===== src/rtl/acc_cpu_pkg.sv =====
package acc_cpu_pkg;

   localparam int OPC_BITS = 4;

   localparam logic [OPC_BITS-1:0] OP_LOAD   = 4'h1;
   localparam logic [OPC_BITS-1:0] OP_STORE  = 4'h2;
   localparam logic [OPC_BITS-1:0] OP_ADD    = 4'h3;
   localparam logic [OPC_BITS-1:0] OP_SUB    = 4'h4;
   localparam logic [OPC_BITS-1:0] OP_INPUT  = 4'h5;
   localparam logic [OPC_BITS-1:0] OP_OUTPUT = 4'h6;
   localparam logic [OPC_BITS-1:0] OP_HALT   = 4'h7;
   localparam logic [OPC_BITS-1:0] OP_SKIP   = 4'h8;
   localparam logic [OPC_BITS-1:0] OP_JUMP   = 4'h9;

   typedef enum logic [3:0] {
      PH_FETCH_A,
      PH_FETCH_B,
      PH_FETCH_C,
      PH_DECODE,
      PH_EXEC,
      PH_CAPT,
      PH_ACC,
      PH_WRITE,
      PH_IN_WAIT,
      PH_HALT
   } phase_t;

   typedef enum logic [2:0] {
      AC_HOLD,
      AC_MBR,
      AC_ADD,
      AC_SUB,
      AC_IN
   } ac_src_t;

   typedef struct packed {
      logic    mar_pc;
      logic    mar_ir;
      logic    ir_ld;
      logic    pc_inc;
      logic    pc_jmp;
      logic    mbr_mem;
      logic    mbr_ac;
      logic    out_ld;
      ac_src_t ac_sel;
   } ctl_t;

endpackage


===== src/rtl/acc_cpu_alu.sv =====
module acc_cpu_alu #(
   parameter int WORD_W        = 16,
   parameter bit SUB_BY_NEGATE = 1'b1
) (
   input  logic [WORD_W-1:0] a,
   input  logic [WORD_W-1:0] b,
   input  logic [1:0]        cond,
   output logic [WORD_W-1:0] sum,
   output logic [WORD_W-1:0] diff,
   output logic              skip_take
);

   localparam logic [WORD_W-1:0] ONE = 1;

   logic is_neg;
   logic is_zero;
   logic is_pos;

   assign sum = a + b;

   generate
      if (SUB_BY_NEGATE) begin : g_sub_neg
         assign diff = a + (~b) + ONE;
      end else begin : g_sub_direct
         assign diff = a - b;
      end
   endgenerate

   assign is_neg  = a[WORD_W-1];
   assign is_zero = (a == '0);
   assign is_pos  = !is_neg && !is_zero;

   always_comb begin
      case (cond)
         2'b00:   skip_take = is_neg;
         2'b01:   skip_take = is_zero;
         2'b10:   skip_take = is_pos;
         default: skip_take = 1'b0;
      endcase
   end

endmodule


===== src/rtl/acc_cpu_ctrl.sv =====
module acc_cpu_ctrl
   import acc_cpu_pkg::*;
(
   input  logic                clk,
   input  logic                rst,
   input  logic [OPC_BITS-1:0] opcode,
   input  logic                skip_take,
   input  logic                in_valid,
   output ctl_t                ctl,
   output logic                mem_we,
   output logic                in_ack,
   output logic                halted
);

   phase_t st;
   phase_t st_nx;

   always_ff @(posedge clk) begin
      if (rst) st <= PH_FETCH_A;
      else     st <= st_nx;
   end

   always_comb begin
      ctl        = '0;
      ctl.ac_sel = AC_HOLD;
      mem_we     = 1'b0;
      in_ack     = 1'b0;
      st_nx      = st;
      case (st)
         PH_FETCH_A: begin
            ctl.mar_pc = 1'b1;
            st_nx      = PH_FETCH_B;
         end
         PH_FETCH_B: st_nx = PH_FETCH_C;
         PH_FETCH_C: begin
            ctl.ir_ld  = 1'b1;
            ctl.pc_inc = 1'b1;
            st_nx      = PH_DECODE;
         end
         PH_DECODE: begin
            ctl.mar_ir = 1'b1;
            st_nx      = PH_EXEC;
         end
         PH_EXEC: begin
            case (opcode)
               OP_LOAD, OP_ADD, OP_SUB: st_nx = PH_CAPT;
               OP_STORE: begin
                  ctl.mbr_ac = 1'b1;
                  st_nx      = PH_WRITE;
               end
               OP_INPUT: st_nx = PH_IN_WAIT;
               OP_OUTPUT: begin
                  ctl.out_ld = 1'b1;
                  st_nx      = PH_FETCH_A;
               end
               OP_HALT: st_nx = PH_HALT;
               OP_SKIP: begin
                  ctl.pc_inc = skip_take;
                  st_nx      = PH_FETCH_A;
               end
               OP_JUMP: begin
                  ctl.pc_jmp = 1'b1;
                  st_nx      = PH_FETCH_A;
               end
               default: st_nx = PH_FETCH_A;
            endcase
         end
         PH_CAPT: begin
            ctl.mbr_mem = 1'b1;
            st_nx       = PH_ACC;
         end
         PH_ACC: begin
            case (opcode)
               OP_ADD:  ctl.ac_sel = AC_ADD;
               OP_SUB:  ctl.ac_sel = AC_SUB;
               default: ctl.ac_sel = AC_MBR;
            endcase
            st_nx = PH_FETCH_A;
         end
         PH_WRITE: begin
            mem_we = 1'b1;
            st_nx  = PH_FETCH_A;
         end
         PH_IN_WAIT: begin
            if (in_valid) begin
               in_ack     = 1'b1;
               ctl.ac_sel = AC_IN;
               st_nx      = PH_FETCH_A;
            end
         end
         PH_HALT: st_nx = PH_HALT;
         default: st_nx = PH_FETCH_A;
      endcase
   end

   assign halted = (st == PH_HALT);

   // halt is sticky
   p_halt_sticky_r9: assert property (@(posedge clk) disable iff (rst)
      halted |=> halted);

   // no memory write while halted
   p_no_write_halted_r9: assert property (@(posedge clk) disable iff (rst)
      halted |-> !mem_we);

   // write enable lasts one cycle
   p_we_single_r4: assert property (@(posedge clk) disable iff (rst)
      mem_we |=> !mem_we);

   // acknowledge lasts one cycle
   p_ack_single_r7: assert property (@(posedge clk) disable iff (rst)
      in_ack |=> !in_ack);

endmodule


===== src/rtl/acc_cpu_datapath.sv =====
module acc_cpu_datapath
   import acc_cpu_pkg::*;
#(
   parameter int WORD_W        = 16,
   parameter int ADDR_W        = 12,
   parameter bit SUB_BY_NEGATE = 1'b1
) (
   input  logic                clk,
   input  logic                rst,
   input  ctl_t                ctl,
   input  logic [WORD_W-1:0]   mem_rdata,
   input  logic [WORD_W-1:0]   in_data,
   output logic [ADDR_W-1:0]   mem_addr,
   output logic [WORD_W-1:0]   mem_wdata,
   output logic [OPC_BITS-1:0] opcode,
   output logic                skip_take,
   output logic [WORD_W-1:0]   out_data,
   output logic                out_strobe
);

   localparam logic [ADDR_W-1:0] PC_STEP = 1;

   logic [ADDR_W-1:0] pc;
   logic [ADDR_W-1:0] mar;
   logic [WORD_W-1:0] mbr;
   logic [WORD_W-1:0] ir;
   logic [WORD_W-1:0] ac;
   logic [WORD_W-1:0] sum;
   logic [WORD_W-1:0] diff;

   acc_cpu_alu #(
      .WORD_W        (WORD_W),
      .SUB_BY_NEGATE (SUB_BY_NEGATE)
   ) u_alu (
      .a         (ac),
      .b         (mbr),
      .cond      (ir[ADDR_W-1 -: 2]),
      .sum       (sum),
      .diff      (diff),
      .skip_take (skip_take)
   );

   always_ff @(posedge clk) begin
      if (rst) begin
         pc         <= '0;
         mar        <= '0;
         mbr        <= '0;
         ir         <= '0;
         ac         <= '0;
         out_data   <= '0;
         out_strobe <= 1'b0;
      end else begin
         if (ctl.mar_pc)      mar <= pc;
         else if (ctl.mar_ir) mar <= ir[ADDR_W-1:0];

         if (ctl.ir_ld) ir <= mem_rdata;

         if (ctl.pc_jmp)      pc <= ir[ADDR_W-1:0];
         else if (ctl.pc_inc) pc <= pc + PC_STEP;

         if (ctl.mbr_mem)     mbr <= mem_rdata;
         else if (ctl.mbr_ac) mbr <= ac;

         case (ctl.ac_sel)
            AC_MBR:  ac <= mbr;
            AC_ADD:  ac <= sum;
            AC_SUB:  ac <= diff;
            AC_IN:   ac <= in_data;
            default: ac <= ac;
         endcase

         out_strobe <= ctl.out_ld;
         if (ctl.out_ld) out_data <= ac;
      end
   end

   assign mem_addr  = mar;
   assign mem_wdata = mbr;
   assign opcode    = ir[WORD_W-1 -: OPC_BITS];

   // operand capture uses an address held since the previous cycle
   p_mbr_after_mar_r11: assert property (@(posedge clk) disable iff (rst)
      ctl.mbr_mem |-> $stable(mar));

   // instruction capture uses an address held since the previous cycle
   p_ir_after_mar_r11: assert property (@(posedge clk) disable iff (rst)
      ctl.ir_ld |-> $stable(mar));

   // strobe lasts one cycle
   p_strobe_single_r8: assert property (@(posedge clk) disable iff (rst)
      out_strobe |=> !out_strobe);

   // output register only moves with a strobe
   p_out_quiet_r8: assert property (@(posedge clk) disable iff (rst)
      !out_strobe |-> $stable(out_data));

endmodule


===== src/rtl/acc_cpu_core.sv =====
module acc_cpu_core
   import acc_cpu_pkg::*;
#(
   parameter int WORD_W        = 16,
   parameter int OPC_W         = 4,
   parameter bit SUB_BY_NEGATE = 1'b1,
   localparam int ADDR_W       = WORD_W - OPC_W
) (
   input  logic              clk,
   input  logic              rst,
   output logic [ADDR_W-1:0] mem_addr,
   output logic [WORD_W-1:0] mem_wdata,
   output logic              mem_we,
   input  logic [WORD_W-1:0] mem_rdata,
   input  logic [WORD_W-1:0] in_data,
   input  logic              in_valid,
   output logic              in_ack,
   output logic [WORD_W-1:0] out_data,
   output logic              out_strobe,
   output logic              halted
);

   generate
      if (OPC_W != OPC_BITS) begin : g_bad_opc
         $error("acc_cpu_core: OPC_W must match the opcode encoding width");
      end
      if (ADDR_W < 2) begin : g_bad_width
         $error("acc_cpu_core: address field too narrow for skip condition");
      end
   endgenerate

   ctl_t                ctl;
   logic [OPC_BITS-1:0] opcode;
   logic                skip_take;

   acc_cpu_ctrl u_ctrl (
      .clk       (clk),
      .rst       (rst),
      .opcode    (opcode),
      .skip_take (skip_take),
      .in_valid  (in_valid),
      .ctl       (ctl),
      .mem_we    (mem_we),
      .in_ack    (in_ack),
      .halted    (halted)
   );

   acc_cpu_datapath #(
      .WORD_W        (WORD_W),
      .ADDR_W        (ADDR_W),
      .SUB_BY_NEGATE (SUB_BY_NEGATE)
   ) u_dp (
      .clk        (clk),
      .rst        (rst),
      .ctl        (ctl),
      .mem_rdata  (mem_rdata),
      .in_data    (in_data),
      .mem_addr   (mem_addr),
      .mem_wdata  (mem_wdata),
      .opcode     (opcode),
      .skip_take  (skip_take),
      .out_data   (out_data),
      .out_strobe (out_strobe)
   );

   // address frozen once halted
   p_halt_frozen_r9: assert property (@(posedge clk) disable iff (rst)
      halted |=> $stable(mem_addr));

   // no strobe while halted
   p_halt_no_strobe_r9: assert property (@(posedge clk) disable iff (rst)
      halted |=> !out_strobe);

endmodule


===== config.mk =====
export PLATFORM = sky130hd
export DESIGN_NAME = acc_cpu_core
export DESIGN_NICKNAME = d
export VERILOG_FILES = /design/src/rtl/acc_cpu_pkg.sv /design/src/rtl/acc_cpu_alu.sv /design/src/rtl/acc_cpu_ctrl.sv /design/src/rtl/acc_cpu_datapath.sv /design/src/rtl/acc_cpu_core.sv
export SDC_FILE = /design/constraint.sdc
export NUM_CORES = 1
export LEC_CHECK = 0
export ABC_AREA = 1
export ABC_CLOCK_PERIOD_IN_PS = 2400
export BUFFER_PORTS_ARGS = -buffer_cell sky130_fd_sc_hd__clkbuf_2
export CAP_MARGIN = 15
export CORE_MARGIN = 8
export CORE_UTILIZATION = 59
export DETAILED_ROUTE_END_ITERATION = 10
export PLACE_DENSITY = 0.78
export SETUP_SLACK_MARGIN = 0.5
export SYNTH_ARGS = -nofsm -noshare
export SYNTH_HDL_FRONTEND = slang
export SYNTH_SLANG_ARGS = --single-unit
export TNS_END_PERCENT = 5

===== constraint.sdc =====
create_clock -name clk -period 2.4 [get_ports clk]
set_clock_uncertainty 0.05 [all_clocks]
set_input_delay 0.36 -clock clk [delete_from_list [all_inputs] [get_ports clk]]
set_output_delay 0.36 -clock clk [all_outputs]
set_load 0.005 [all_outputs]

==> results of run 1 <==
## worst max-delay path: stages (launching register included)
cell and delay, ns:
dfxtp_1 0.32, buf_4 0.14, ha_1 0.22, inv_1 0.12, nand2_1 0.12, and2_1 0.19
or2_2 0.30, a31oi_4 0.22, nand3_1 0.14, nand2_1 0.08, inv_1 0.03
## cells by family (layout without fill, tap and decap cells)
kind of cell,after synthesis,count (layout)
adder cells (fa/ha/maj),33,33
flip-flops,93,93
buffers and inverters,195,290
XOR/XNOR,10,10
AO/OA/AOI/OAI,224,224
AND/OR/NAND/NOR,441,441
## Yosys cell counts (4+ instances only)
cell and n:
nand2_1 246, dfxtp_1 93, a21oi_1 93, nand4_1 13, nor2_1 66, buf_2 18, nand3_1 90, clkbuf_1 22
o21ai_0 96, nor3_1 9, o211ai_1 4, inv_1 144, ha_1 31, a31oi_1 18, a211oi_1 6, xor2_1 7
inv_2 8
## flip-flops by register name (all words and copies together) (netlist names)
signal,count
u_dp.mem_addr,12
u_dp.out_data,16
u_ctrl.st,4
u_dp.ac,16
u_dp.pc,12
u_dp.ir,16
u_dp.mem_wdata,16
u_dp.out_strobe,1
## power by group through the flow
stage	Clock (mW)	Combinational, mW	Sequential [mW]
floorplan	0	0.365	1.69
global placement	0	0.542	1.69
detailed placement	0	0.550	1.70
CTS	1.13	0.569	1.66
global route	1.18	0.689	1.67
finish	1.12	0.616	1.66
## worst max path at each step
stage	cells after the start	startpoint	endpoint
after floorplan	15	u_dp.mem_wdata[0]	u_dp.ac[8]
after global placement	15	u_dp.mem_wdata[0]	u_dp.ac[8]
after detailed placement	11	u_dp.mem_wdata[5]	u_dp.ac[10]
after CTS	11	u_dp.mem_wdata[5]	u_dp.ac[10]
after global routing	12	u_dp.mem_wdata[9]	u_dp.ac[14]
final	10	u_dp.mem_wdata[2]	u_dp.ac[3]
## cell type report
cell class	instances	area (sq um)	share of cell area, %
clock buffer	12	155.1	2.079
clock inverter	4	53.80	0.7211
inverter	152	583.1	7.815
multi-input combinational	708	3904	52.32
sequential	93	1883	25.24
tap	136	170.2	2.281
timing repair buffer	121	706.9	9.475
timing repair inverter	1	5.005	0.06708
## stage by stage
stage / hold slack [ns] / std cells / cell area (sq um) / util, % / setup WS [ns]
floorplan: 0.3858 / 996 / 6206 / - / 0.5176
global placement: 0.4013 / 1199 / 6804 / 66.20 / 0.1946
detailed placement: 0.4114 / 1199 / 6804 / 66.20 / 0.1951
CTS: 0.1761 / 1223 / 7177 / 69.83 / 0.3596
global route: 0.2016 / 1227 / 7461 / 72.60 / 0.2691
finish: 0.1907 / 1227 / 7461 / 72.60 / 0.3790
## what timing repair did
item / 4_1_cts / 5_1_grt
buffers inserted: 8 / 3
pin swaps: 7 / 11
setup endpoints to repair: 33 / 56
resized for setup: 35 / 63
cloned: 0 / 1
## metal layers
layer	share of wire (%)	wire length, microns	GRT usage (%)
met4	2.3	465	8.854
met2	43	8741	41.29
met5	0	0	0
met1	44	9087	38.56
met3	11	2250	5.140
==> metrics.txt, run 1 <==
clk slew on worst S/H paths 0.09 ns; clock power share 33.0%; run status completed; Die Area 14,060 sq um; Filler Cells Inserted 931; Final Hold Fails 0; Post-synth EDFFs 0; post-synthesis mux area share 0%; FF-to-FF path depth 10; Pint 2.369 mW; Pins Over Slew Limit 0; Vias 7,019; hold path cells 3; Top FF cell, synth dfxtp_1; vias in the first global route 6,211; H-Tree Depth 3; WHS Endpoint u_dp.ac[1]; Crit Reg-Reg Endpoint u_dp.ac[3]; Fmax achieved 0.4948 GHz; Port Buffer Count 82; Req. time, crit path 2.63 ns; clock buffer depth 2; # IOs 83; die height 118.6 microns; DRT Pass-1 Iters 7; share of post-route cells with drive strength above 1 20.53%; power share of the sequential group 48.8%; drt wl/cell 16.74 microns; fraction of the mapped netlist area in simple logic gates 30.32%; Clk Latency, worst-skew pair 0.37 ns; DRC 0; Gate power share 18.1%; Synth Area in Compound Gates 19.07%; XOR/XNOR share of the synthesized area 1.411%; Final Setup Violations 0; Final #Nets 1,154; initial antenna violation count 0; Post-DP HPWL 14.91 mm; cell count after synthesis 996; DRT iter0 DRCs 700; wire length of the first global-routing pass 31.73 mm; Synth Area in Adders 6.895%; Leak 3.597 nW; synthesis-stage register bit count 93; syn nets 1,064; Worst R2R Start u_dp.mem_wdata[2]; Sink Count 93; GP Congestion 0.9883; Hold Path Origin in_data[1]; Crit Path Max Fanout 4; largest family of logic cells by synthesized area simple AND/OR/NAND/NOR gates; commonest non-fill, non-tap cell in the layout nand2_1; Critical Path AT 2.25 ns; RSZ-0062 raised after global routing yes; register area share after synthesis 30.00%; CP startpoint kind flop; Antenna Diode Count 0; P per Cell Area 455.7 nW/um^2; CTS tree built; clock buffer count from CTS 9; synthesized area 6206 sq um; Final Cycle Share 84.21%; post-synth top area cell dfxtp_1; Least-Margin Pin Slew 0.6381 ns; area grow syn2layout 20.22%; hold_buf cts 0; Max-Cap Viols 0; Peak VDD IR 0.0004792 V; worst hold path class input port to flop; async set-reset flop share out of synthesis 0%; GRT overflow 0; switching pwr 1.031 mW; most frequent cells in the layout 231 x nand2_1, 137 x inv_1, 94 x o21ai_0; row cnt 37; relative slew slack 57.36%; final WL 20.55 mm; post-route ant nets 0; yosys warns 0; critical path class flop to flop; Initial Util 60.38%; synth top area cells dfxtp_1 30%, nand2_1 15%, inv_1 8.7%; synth unique cells 39; reg2reg setup slack 0.38 ns; vias per cell 5.720; switch share 30.31%; Die W 118.6 microns; CTS root buffer clkbuf_8; Worst setup EP type flop; largest net degree at the start of global routing 72; core area 10,280 sq um; Final min period 2.021 ns; post-synth top area share 30.00%; average cell area after synthesis 6.231 sq um; Total GRT Usage 27.45%; Power, Total 3.400 mW; setup_tns 0 ns
(Power assumes the default switching activity.)
==> run 2: changes to the inputs <==
--- a/config.mk
+++ b/config.mk
@@ -6,7 +6,7 @@
 export NUM_CORES = 1
 export LEC_CHECK = 0
 export ABC_AREA = 1
-export ABC_CLOCK_PERIOD_IN_PS = 2400
+export ABC_CLOCK_PERIOD_IN_PS = 2000
 export BUFFER_PORTS_ARGS = -buffer_cell sky130_fd_sc_hd__clkbuf_2
 export CAP_MARGIN = 15
 export CORE_MARGIN = 8
==> constraint.sdc (replaced) <==
create_clock -name clk -period 2 [get_ports clk]
set_clock_uncertainty 0.05 [all_clocks]
set_input_delay 0.3 -clock clk [delete_from_list [all_inputs] [get_ports clk]]
set_output_delay 0.3 -clock clk [all_outputs]
set_load 0.005 [all_outputs]
==> run 2 against run 1 <==
Compared with the run above: design area up 5.0%; maximum frequency up 2.5%; worst hold slack worse by 0.047 ns; largest power group unchanged; combinational power up 33%; highest routed layer unchanged; setup slack worse by 0.35 ns.
==> metrics.txt, run 2 (synthesis results as in run 1) <==
Post-DP HPWL 15.60 mm (+4.6%); Final Cycle Share 98.59% (+14 points); reg2reg setup slack 0.03 ns (-0.35 ns); Least-Margin Pin Slew 0.4567 ns (-0.1814 ns); most frequent cells in the layout 225 x nand2_1, 127 x inv_1, 91 x o21ai_0; post-route ant nets 0 (unchanged); initial antenna violation count 0 (unchanged); largest net degree at the start of global routing 42 (-42%); DRT iter0 DRCs 807 (+15%); Die W 118.6 microns (unchanged); clock power share 31.3% (-1.7 points); # IOs 83 (unchanged); CTS root buffer clkbuf_8; Met2 Routed Length 8.977 mm (+2.7%); clock buffer count from CTS 9 (unchanged); Fmax achieved 0.5072 GHz (+2.5%); Die Area 14,060 sq um (unchanged); final WL 21.16 mm (+3.0%); Power, Total 4.103 mW (+21%); GRT overflow 0 (unchanged); clk slew on worst S/H paths 0.10 ns (about the same); DRT Pass-1 Iters 5 (-2); critical path class flop to flop; run status completed; wire length of the first global-routing pass 33.20 mm (+4.6%); Final Hold Fails 0 (unchanged); Final Setup Violations 0 (unchanged); Pins Over Slew Limit 0 (unchanged); commonest non-fill, non-tap cell in the layout nand2_1; Gate power share 20.0% (+1.9 points); Final min period 1.972 ns (-0.04923 ns); Clk Latency, worst-skew pair 0.36 ns (about the same); core area 10,280 sq um (unchanged); Top Layer Used met4; vias per cell 5.751 (+0.54%); Max-Cap Viols 0 (unchanged); Leak 3.762 nW (+4.6%); worst hold path class input port to flop; Vias 7,195 (+2.5%); H-Tree Depth 3 (unchanged); share of post-route cells with drive strength above 1 26.19% (+5.7 points); clock buffer depth 2 (unchanged); relative slew slack 69.52% (+12 points); drt wl/cell 16.91 microns (+1.0%); Worst setup EP type flop; Initial Util 60.38% (unchanged); Sink Count 93 (unchanged); setup_tns 0 ns (unchanged); GP Congestion 0.9791 (-0.93%); Met1 Wirelength 9.392 mm (+3.4%); Antenna Diode Count 0 (unchanged); RSZ-0062 raised after global routing yes; Peak VDD IR 0.0005343 V (+11%); row cnt 37 (unchanged); switch share 30.58% (+0.27 points); Pint 2.848 mW (+20%); met3 wire len 2.018 mm (-10%); switching pwr 1.255 mW (+22%); Final #Nets 1,179 (+2.2%); area grow syn2layout 26.19%; Req. time, crit path 2.19 ns (-0.44 ns); die height 118.6 microns (unchanged); vias in the first global route 6,577 (+5.9%); DRC 0 (unchanged); hold_buf cts 0 (unchanged); CP startpoint kind flop; CTS tree built; Port Buffer Count 82 (unchanged); Crit Path Max Fanout 4 (unchanged); P per Cell Area 523.9 nW/um^2 (+15%); Critical Path AT 2.16 ns (-0.09 ns); Total GRT Usage 28.61% (+1.2 points); power share of the sequential group 48.8% (about the same)
run 2: cell types whose count changed in the layout (fill, tap and decap cells not counted), moves of 6 or more:
cell | before | now
buf_4 | 38 | 58
nor2_1 | 61 | 55
dfxtp_2 | 8 | 16
dfxtp_1 | 82 | 73
inv_2 | 11 | 18
nand2_1 | 231 | 225
inv_1 | 137 | 127
run 2: worst paths after layout:
kind	startpoint	endpoint	cells past startpoint
setup / recovery	u_dp.ac[0]	u_dp.ac[10]	13
hold / removal	in_data[1]	u_dp.ac[1]	3
setup reg to reg	u_dp.ac[0]	u_dp.ac[10]	13
hold reg to reg	u_dp.ir[1]	u_dp.ir[1]	2
run 2: area by class of cell:
cell class	instances	area (sq um)
tap	136	170.2
clock buffer	10	137.6
clock inverter	5	58.81
fill	835	2446
sequential	93	1897
timing repair buffer	147	954.7
multi-input combinational	708	4023
inverter	152	590.6
run 2: routing by layer:
metal	vias up	global-route usage (%)
met5	-	0
met4	0	11.23
met2	414	42.95
li1	3459	-
met1	3258	39.55
met3	64	5.378
run 2: repair_timing:
action	CTS	global route
gates resized for setup	20	112
pin swaps	11	14
endpoints found under the setup margin	60	88
cloned	0	0
setup buffers	6	0
run 2: metrics by stage:
stage | utilization [%] | cells | hold WS (ns) | setup WS [ns] | area, sq um
after CTS | 72.51 | 1251 | 0.1399 | 0.02759 | 7452
after global routing | 76.20 | 1251 | 0.1362 | -0.1168 | 7831
after floorplan | - | 996 | 0.3285 | 0.2257 | 6320
after detailed placement | 69.67 | 1230 | 0.4132 | -0.01528 | 7161
final | 76.20 | 1251 | 0.1440 | 0.02821 | 7831
after global placement | 69.67 | 1230 | 0.4096 | -0.03106 | 7161
run 2: critical path: stages, from the launching register on:
cell     delay [ns]
dfxtp_4        0.39
inv_4          0.06
ha_4           0.16
fa_2           0.35
inv_2          0.09
nand4_1        0.12
nand2_2        0.13
nand2_2        0.08
nand2_2        0.06
nand2_1        0.05
nand3_1        0.08
nand3_2        0.08
nor2_2         0.09
a21oi_1        0.07
run 2: power by group through the flow:
stage	combinational, mW	sequential [mW]	clock [mW]
2_1_floorplan	0.447	2.02	0
3_3_place_gp	0.702	2.03	0
3_5_place_dp	0.711	2.03	0
5_1_grt	0.909	2.01	1.38
6_report	0.819	2.00	1.28
4_1_cts	0.731	1.99	1.30
==> run 3: changes to the inputs <==
--- a/config.mk
+++ b/config.mk
@@ -5,14 +5,13 @@
 export SDC_FILE = /design/constraint.sdc
 export NUM_CORES = 1
 export LEC_CHECK = 0
-export ABC_AREA = 1
 export ABC_CLOCK_PERIOD_IN_PS = 2000
 export BUFFER_PORTS_ARGS = -buffer_cell sky130_fd_sc_hd__clkbuf_2
 export CAP_MARGIN = 15
 export CORE_MARGIN = 8
-export CORE_UTILIZATION = 59
+export CORE_UTILIZATION = 50
 export DETAILED_ROUTE_END_ITERATION = 10
-export PLACE_DENSITY = 0.78
+export PLACE_DENSITY = 0.68
 export SETUP_SLACK_MARGIN = 0.5
 export SYNTH_ARGS = -nofsm -noshare
 export SYNTH_HDL_FRONTEND = slang
==> run 3 against run 2 <==
Compared with the run above: the run now ends with setup timing left; maximum frequency decreased by 16%; cell count decreased by 7.7%; first-iteration DRC count decreased by 26%; power increased by 14%; synthesized cell count decreased by 22%; combinational power increased by 9.8%; sequential cell count unchanged; utilization decreased by 1.8 points; count of clock-buffer cells in the layout decreased by 1.
==> metrics.txt, run 3 <==
CTS tree built; Final min period 2.357 ns (+0.3855 ns); fraction of the mapped netlist area in simple logic gates 22.10% (-8.2 points); CP startpoint kind flop; synthesis-stage register bit count 93 (unchanged); Gate power share 19.2% (-0.8 points); Placed Cells 1,134 (-7.8%); switching pwr 1.452 mW (+16%); Critical Path Slowest Stage Cell dfxtp_4; critical path class flop to flop; Place WS -0.4347 ns (-0.4195 ns); failing checks setup timing; Die W 125.8 microns (+6.1%); average cell area after synthesis 7.812 sq um (+25%); share of post-route cells with drive strength above 1 41.96% (+16 points); Top FF cell, synth dfxtp_1; Antenna Diode Count 0 (unchanged); Filler Cells Inserted 905 (+8.4%); Crit Path Max Fanout 3 (-1); Final #Nets 1,071 (-9.2%); critical path cell sequence ha_4 -> inv_2 -> fa_2 -> o21bai_4 -> a2111oi_4 -> o311ai_2 -> nand4_1 -> mux2_4 -> a211oi_2 -> nor4_1; post-synth top area share 30.87% (+0.87 points); synth unique cells 74 (+90%); synthesized area 6031 sq um (-2.8%); area grow syn2layout 46.93%; vias per cell 6.040 (+5.0%); # IOs 83 (unchanged); drt wl/cell 20.18 microns (+19%); register area share after synthesis 30.87% (+0.87 points); core area 11,910 sq um (+16%); GP Congestion 0.9796 (about the same); power share of the sequential group 42.2% (-6.6 points); clk slew on worst S/H paths 0.08 ns (-0.02 ns); Final WS setup -0.3573 ns (-0.3855 ns); clock buffer depth 2 (unchanged); Pint 3.237 mW (+14%); most frequent cells in the layout 167 x buf_4, 82 x nand2_1, 82 x clkbuf_2; post-route ant nets 0 (unchanged); Critical Path AT 2.56 ns (+0.40 ns); Port Buffer Count 82 (unchanged); Final Hold Fails 0 (unchanged); syn nets 840 (-21%); Sink Count 93 (unchanged); Total GRT Usage 28.33% (-0.28 points); row cnt 40 (+8.1%); switch share 30.97% (+0.38 points); Max-Cap Viols 0 (unchanged); run status finished with violations; Die Area 15,830 sq um (+13%); DRC 0 (unchanged); die height 125.8 microns (+6.1%); Synth Area in Adders 7.095% (+0.20 points); Synth Area in Compound Gates 26.24% (+7.2 points); largest net degree at the start of global routing 65 (+55%); RSZ-0062 raised after global routing yes; commonest non-fill, non-tap cell in the layout buf_4; H-Tree Depth 3 (unchanged); placed cell areas 7964 sq um (+11%); clock buffer count from CTS 9 (unchanged); Vias 6,976 (-3.0%); Fmax achieved 0.4242 GHz (-16%); Final Cycle Share 117.9% (+19 points); Pins Over Slew Limit 0 (unchanged); CTS root buffer clkbuf_16; DRT iter0 DRCs 595 (-26%); Least-Margin Pin Slew 0.7171 ns (+0.2604 ns); DRT Pass-1 Iters 6 (+1); Post-DP HPWL 17.42 mm (+12%); yosys warns 0 (unchanged); final WL 23.30 mm (+10%); Clk Latency, worst-skew pair 0.36 ns (about the same); Worst setup EP type flop; largest family of logic cells by synthesized area compound AO/OA/AOI/OAI gates; post-synth top area cell dfxtp_1; vias in the first global route 6,853 (+4.2%); CP max stage delay 0.38 ns (about the same); top-count cell post-synth nand2_1; worst hold path class input port to flop; Leak 3.747 nW (-0.38%); async set-reset flop share out of synthesis 0% (unchanged); Initial Util 50.63% (-9.8 points); clock power share 38.6% (+7.3 points); top cells by count, synth 105 x nand2_1, 93 x dfxtp_1, 73 x a21oi_1, 69 x nor2_1, 37 x inv_1; P per Cell Area 529.1 nW/um^2 (+0.99%); hold_buf cts 0 (unchanged); Peak VDD IR 0.0005079 V (-4.9%); Final Setup Violations 26 (+26); wire length of the first global-routing pass 36.52 mm (+10%); synth top area cells dfxtp_1 31%, nand2_1 6.5%, ha_1 6.4%; XOR/XNOR share of the synthesized area 1.743% (+0.33 points); Req. time, crit path 2.20 ns (about the same); post-synthesis mux area share 5.871% (+5.9 points); initial antenna violation count 0 (unchanged); Post-synth EDFFs 0 (unchanged); delay-heaviest family, CP compound AO/OA/AOI/OAI gates; relative slew slack 52.14% (-17 points); cell area after layout 8861 sq um (+13%); final non-filler cell total 1,155 (-7.7%); cell count after synthesis 772 (-22%); GRT overflow 0 (unchanged); worst path bufs/invs 1 (-1)
run 3: power by group through the flow:
stage | clock network, mW | logic [mW] | registers [mW]
after floorplan | 0 | 0.433 | 2.01
after global placement | 0 | 0.763 | 2.01
after detailed placement | 0 | 0.783 | 2.02
after CTS | 1.83 | 0.853 | 1.98
after global routing | 1.89 | 0.965 | 1.99
final | 1.81 | 0.899 | 1.98
run 3: path summary, 6_finish.rpt:
kind,startpoint,endpoint,slack (ns),cells after the start
max,u_dp.mem_wdata[0],u_dp.ac[14],-0.36,10
min,mem_rdata[11],u_dp.ir[11],0.12,3
max reg2reg,u_dp.mem_wdata[0],u_dp.ac[14],-0.36,10
min reg2reg,u_dp.out_data[7],u_dp.out_data[7],0.41,2
run 3: cell families (layout without fill, tap and decap cells):
| family | count (synthesis) | count (layout) |
|---|---|---|
| AND/OR/NAND/NOR | 275 | 275 |
| AO/OA/AOI/OAI | 236 | 236 |
| flip-flops | 93 | 93 |
| buffers and inverters | 88 | 324 |
| multiplexers | 35 | 35 |
| adder cells (fa/ha/maj) | 33 | 33 |
| XOR/XNOR | 12 | 12 |
run 3: what timing repair did:
action | in CTS | in global routing
pin swaps | 56 | 37
buffers inserted | 3 | 1
cloned | 1 | 0
gates resized for setup | 97 | 46
endpoints found under the setup margin | 93 | 93
run 3: layout make-up:
cell class	instances	area (sq um)	area share (%)
multi-input cells	591	4364	49.25
repair buffers	270	1964	22.17
flip-flops and latches	93	1892	21.35
clock buffers	9	225.2	2.542
well taps	147	183.9	2.076
inverters	38	145.1	1.638
clock inverters	7	86.33	0.9743
run 3: through the flow:
stage | util [%] | total power [mW] | setup TNS, ns | hold WS, ns
after global routing | 74.39 | 4.842 | -8.270 | 0.1473
after global placement | 66.86 | 2.778 | -6.858 | 0.3944
after floorplan | - | 2.446 | -1.313 | 0.3860
after detailed placement | 66.86 | 2.802 | -8.505 | 0.3976
after CTS | 72.78 | 4.665 | -4.892 | 0.1160
final | 74.39 | 4.689 | -5.949 | 0.1232
run 3: tightest hold or removal path, stage by stage:
cell      delay (ns)
clkbuf_2        0.09
nand2_1         0.05
a21oi_1         0.05
run 3: layer usage:
layer | global-route usage [%] | vias up | share of wire [%]
li1 | - | 3271 | -
met1 | 36.99 | 3355 | 44
met2 | 44.95 | 305 | 46
met3 | 5.654 | 45 | 7.1
met4 | 11.25 | 0 | 2.7
met5 | 0 | - | 0
